[config.mk]
export PLATFORM = sky130hd
export DESIGN_NAME = rorx_exec_unit
export DESIGN_NICKNAME = d
export VERILOG_FILES = /design/src/rtl/rorx_pkg.sv /design/src/rtl/rorx_decode.sv /design/src/rtl/rorx_barrel.sv /design/src/rtl/rorx_flags.sv /design/src/rtl/rorx_exec_unit.sv
export SDC_FILE = /design/constraint.sdc
export NUM_CORES = 1
export LEC_CHECK = 0
export BUFFER_PORTS_ARGS = -buffer_cell sky130_fd_sc_hd__buf_4
export CAP_MARGIN = 10
export CORE_MARGIN = 4
export CORE_UTILIZATION = 54
export CTS_BUF_LIST = sky130_fd_sc_hd__clkbuf_16
export CTS_CLUSTER_DIAMETER = 200
export DETAILED_ROUTE_END_ITERATION = 6
export GPL_TIMING_DRIVEN = 0
export HOLD_SLACK_MARGIN = 0.08
export PLACE_DENSITY = 0.95
export SYNTH_ARGS = -nofsm -noshare
export SYNTH_HDL_FRONTEND = slang
export SYNTH_SLANG_ARGS = --single-unit
[constraint.sdc]
create_clock -name clk -period 5.1 [get_ports clk]
set_input_delay 0.51 -clock clk [delete_from_list [all_inputs] [get_ports clk]]
set_output_delay 0.51 -clock clk [all_outputs]
set_load 0.01 [all_outputs]
[src/rtl/rorx_pkg.sv]
package rorx_pkg;
  localparam int INSTR_W = 32;
  localparam int REG_IDX_W = 4;
  localparam int FLAG_W = 4;

  // fixed-field mask and match value of the register-amount rotate word
  localparam logic [INSTR_W-1:0] FIX_MASK  = 32'h0FEF_00F0;
  localparam logic [INSTR_W-1:0] FIX_MATCH = 32'h01A0_0070;
  localparam int SET_FLAGS_BIT = 20;
  localparam int DEST_LSB = 12;

  typedef struct packed {
    logic n;
    logic z;
    logic c;
    logic v;
  } flags_t;

  typedef struct packed {
    logic                 legal;
    logic                 set_flags;
    logic [REG_IDX_W-1:0] dest;
  } dec_t;
endpackage

[src/rtl/rorx_decode.sv]
module rorx_decode
  import rorx_pkg::*;
(
  input  logic [INSTR_W-1:0] instr,
  output dec_t               dec
);
  always_comb begin
    dec.legal     = ((instr & FIX_MASK) == FIX_MATCH);
    dec.set_flags = instr[SET_FLAGS_BIT];
    dec.dest      = instr[DEST_LSB +: REG_IDX_W];
  end
endmodule

[src/rtl/rorx_barrel.sv]
module rorx_barrel #(
  parameter int W = 32,
  localparam int AW = $clog2(W)
) (
  input  logic [W-1:0]  din,
  input  logic [AW-1:0] amt,
  output logic [W-1:0]  dout
);
  logic [W-1:0] stage [AW+1];

  assign stage[0] = din;

  for (genvar k = 0; k < AW; k++) begin : g_stage
    localparam int SH = 1 << k;
    assign stage[k+1] = amt[k] ? {stage[k][SH-1:0], stage[k][W-1:SH]} : stage[k];
  end

  assign dout = stage[AW];
endmodule

[src/rtl/rorx_flags.sv]
module rorx_flags
  import rorx_pkg::*;
#(
  parameter int W = 32
) (
  input  logic [W-1:0] result,
  input  logic         amt_zero,
  input  flags_t       flags_in,
  input  logic         update,
  output flags_t       flags_out
);
  logic carry;

  // for a nonzero rotate, the last bit shifted out lands in the top position
  assign carry = amt_zero ? flags_in.c : result[W-1];

  always_comb begin
    flags_out = flags_in;
    if (update) begin
      flags_out.n = result[W-1];
      flags_out.z = (result == '0);
      flags_out.c = carry;
    end
  end
endmodule

[src/rtl/rorx_exec_unit.sv]
module rorx_exec_unit
  import rorx_pkg::*;
#(
  parameter int W = 32
) (
  input  logic                 clk,
  input  logic                 rst,
  input  logic                 in_valid,
  output logic                 in_ready,
  input  logic [INSTR_W-1:0]   in_instr,
  input  logic [W-1:0]         in_value,
  input  logic [W-1:0]         in_amount,
  input  logic [FLAG_W-1:0]    in_flags,
  input  logic                 in_cond_pass,
  output logic                 out_valid,
  input  logic                 out_ready,
  output logic [REG_IDX_W-1:0] out_rd,
  output logic [W-1:0]         out_result,
  output logic                 out_rd_we,
  output logic [FLAG_W-1:0]    out_flags,
  output logic                 out_flags_we,
  output logic                 out_illegal
);
  localparam int AW = $clog2(W);

  dec_t         dec;
  logic [AW-1:0] amt;
  logic [W-1:0] rot;
  flags_t       nxt_flags;
  logic         do_write;
  logic         do_flags;
  logic         accept;

  rorx_decode u_dec (.instr(in_instr), .dec(dec));

  // low-byte amount mod W reduces to the low AW bits
  assign amt = in_amount[AW-1:0];

  rorx_barrel #(.W(W)) u_rot (.din(in_value), .amt(amt), .dout(rot));

  assign do_write = dec.legal && in_cond_pass;
  assign do_flags = do_write && dec.set_flags;

  rorx_flags #(.W(W)) u_flg (
    .result   (rot),
    .amt_zero (amt == '0),
    .flags_in (flags_t'(in_flags)),
    .update   (do_flags),
    .flags_out(nxt_flags)
  );

  assign in_ready = !out_valid || out_ready;
  assign accept   = in_valid && in_ready;

  always_ff @(posedge clk) begin
    if (rst) begin
      out_valid    <= 1'b0;
      out_rd       <= '0;
      out_result   <= '0;
      out_rd_we    <= 1'b0;
      out_flags    <= '0;
      out_flags_we <= 1'b0;
      out_illegal  <= 1'b0;
    end else if (accept) begin
      out_valid    <= 1'b1;
      out_rd       <= dec.dest;
      out_result   <= rot;
      out_rd_we    <= do_write;
      out_flags    <= nxt_flags;
      out_flags_we <= do_flags;
      out_illegal  <= !dec.legal;
    end else if (out_ready) begin
      out_valid    <= 1'b0;
    end
  end

  assert_latency_R10: assert property (@(posedge clk) disable iff (rst)
    accept |=> out_valid);

  assert_stall_hold_R10: assert property (@(posedge clk) disable iff (rst)
    (out_valid && !out_ready) |=> (out_valid && $stable(out_result) &&
      $stable(out_flags) && $stable(out_rd_we) && $stable(out_rd)));

  assert_zero_amount_R2: assert property (@(posedge clk) disable iff (rst)
    (accept && in_amount[AW-1:0] == '0) |=> (out_result == $past(in_value)));

  assert_v_kept_R6: assert property (@(posedge clk) disable iff (rst)
    accept |=> (out_flags[0] == $past(in_flags[0])));

  assert_illegal_quiet_R8: assert property (@(posedge clk) disable iff (rst)
    (out_valid && out_illegal) |-> (!out_rd_we && !out_flags_we));

  assert_nz_track_R4: assert property (@(posedge clk) disable iff (rst)
    (out_valid && out_flags_we) |->
      (out_flags[3] == out_result[W-1] && out_flags[2] == (out_result == '0)));

  assert_cond_block_R9: assert property (@(posedge clk) disable iff (rst)
    (accept && !in_cond_pass) |=> (!out_rd_we && !out_flags_we));
endmodule

==> out/results.tsv <==
metric	value	unit
status	finished, final reports clean	
syn-instance-count	440	
clock_sinks	44	
cts_buffers	5	
dp.cells	642	
syn-num-nets	545	
routed_wl	13500	um
hold_path.class	reg -> reg	
end_kind	flop	
dr_total_vias	4187	
min_from	out_result[24]	
hold_viol	0	
regArea	881	um2
synth.distinct_cells	46	
core	6790	um2
yosysMostFrequentCell	nor2_1	
min_period	3410	ps
port_buffers	106	
num_rows	30	
synth_area	3780	um2
tightestPinTransition	683	ps
ys_warn_count	0	
p_per_area	244	nW/um2
worst-path-max-fanout	10	
viasPerCell	6.45	
start_kind	primary input	
reg2reg_slack	3320	ps
grt_overflow	0	
finalMaxSlewViolations	0	
worstSetupPathType	in -> reg	
syn_area_per_cell	8.59	um2
wl_per_cell	20.7	um
fp.dieH	91.7	um
synth-seq-cells	44	
synth_edf_count	0	
n_antenna_cell	0	
start_util	55.6	%
grt_first_pass_wirelength	21300	um
multi_input_area	2710	um2
grt_pass1_vias	4129	
fin_setup_tns	0	ps
peakVddDrop	150	uV
clock_latency	290	ps
yosys.area.top_type	dfxtp_1	
maxSlewHeadroom	54.5	%
die_w	91.7	um
r2r-start	out_valid	
area_growth_syn_to_layout	27.9	%
cts_resized	0	
synthArstFlopShare	0	%
design_area	4830	um2
clock_path_buffers	2	
grt_max_degree	14	
antenna_found_initial	0	
holdPathStages	2	
ant_nets	0	
design.die.area	8400	um2
drt-pass1-iter-count	7	
crit_required	5310	ps
cts_hold_buf	0	
rsz0062_at_grt	no	
cap_violations	0	
drc	0	
period_share	66.9	%
synth_top_area_share	23.3	%
htreeDepth	2	
drt_iter0_drc	484	
p_leak	2.00	nW
grt_use_total	31.8	%
regToRegEndpoint	out_flags[3]	
clock_skew	8.18	ps
dp.final_hpwl	10600	um
layout.nets	658	
placed_cell_area	4700	um2
synth.top_cells.by_count	nor2_1, dfxtp_1, nand2_1	
setup_viol	0	
fillers	531	
synth_ff_type	dfxtp_1	
cp_data_arrival_time	3620	ps
r2r_cells	6	
cts.root.buffer_cell	clkbuf_16	
num_io_pins	150	
max_freq	293	MHz
hold_path_end	out_result[24]	
cts_tree	done	
clkTransAtPathRegs	60	ps
layout-drive-gt1-share	31.6	%
postCtsSetupBuffers	0	
synth_area_leaders	dfxtp_1, mux4_2, nor2_1	
seq_area_frac_synth	23.3	%
fin_cells	649	
globalplace.congestion	1.03	
## through the flow
stage	utilization (%)	hold slack [ps]	power (W)	worst slack (ps)
global placement	69.1	440	0.000847	1540
CTS	71.1	455	0.00116	1740
global route	71.1	479	0.00122	1460
floorplan	-	476	0.000680	2200
finish	71.1	455	0.00118	1690
detailed placement	69.1	449	0.000860	1460
## cells in the final DEF (no fill, tap or decap), drive strengths merged, types with 2 or more instances in the layout
cell type,instances
o21ai,5
dfxtp,44
nand3,3
buf,115
inv,4
clkinv,2
a21oi,16
and4,2
nor3,28
o211ai,2
nand2,39
mux2i,22
and3,2
a22o,4
nor2,99
nor4bb,2
a211oi,13
nor4,8
a31oi,4
clkbuf,33
or2,2
nand2b,4
mux4,35
mux2,28
or3,2
o22ai,19
nand4,2
## logic make-up (layout without fill, tap and decap cells)
group | count (synthesis) | after routing | share of synthesized area, %
compound gates | 72 | 72 | 12.9
mux | 85 | 85 | 35.9
buf+inv | 42 | 155 | 4.96
simple gates | 197 | 197 | 22.9
flops | 44 | 44 | 23.3
## worst max-delay path, cell delays in order
cell,delay (ps)
buf_4,120
clkbuf_1,470
buf_2,360
mux4_1,350
mux2i_1,420
nand2_1,100
mux4_2,530
a2111oi_2,370
nand4_1,170
o32ai_2,220
## state kept, by name (all words and copies together) (netlist names)
register	cells
out_result	32
out_flags	4
out_rd	4
out_flags_we	1
out_illegal	1
out_rd_we	1
out_valid	1
## routing by layer
metal | GRT usage (%) | up-vias | share of wire [%]
met4 | 15.6 | 0 | 4.5
met1 | 38.1 | 1931 | 36
met5 | 0 | - | 0
met3 | 6.81 | 68 | 11
li1 | - | 1882 | -
met2 | 53.9 | 306 | 48
## report_power, final
part           switching (W)  leakage (nW)  internal, W
Sequential         0.0000161         0.364     0.000373
Combinational       0.000268          1.57     0.000212
Clock               0.000131        0.0657     0.000178
Total               0.000415          2.00     0.000763
## area by class of cell
cell class | count | area share [%]
multi-input cells | 354 | 56.1
clock inverters | 2 | 0.259
repair buffers | 106 | 16.5
well taps | 96 | 2.49
clock buffers | 5 | 2.59
flip-flops and latches | 44 | 18.2
plain buffers | 37 | 3.49
inverters | 5 | 0.388
## worst max path at each step
stage	slack [ps]	cells after the start	from	to
after floorplan	2200	9	in_amount[3]	out_flags[2]
final	1690	10	in_amount[3]	out_flags[2]
after global routing	1460	10	in_amount[3]	out_flags[2]
after CTS	1740	10	in_amount[3]	out_flags[2]
after global placement	1540	10	in_amount[3]	out_flags[2]
after detailed placement	1460	10	in_amount[3]	out_flags[2]
Note: power is estimated with default switching activity, not from simulation.
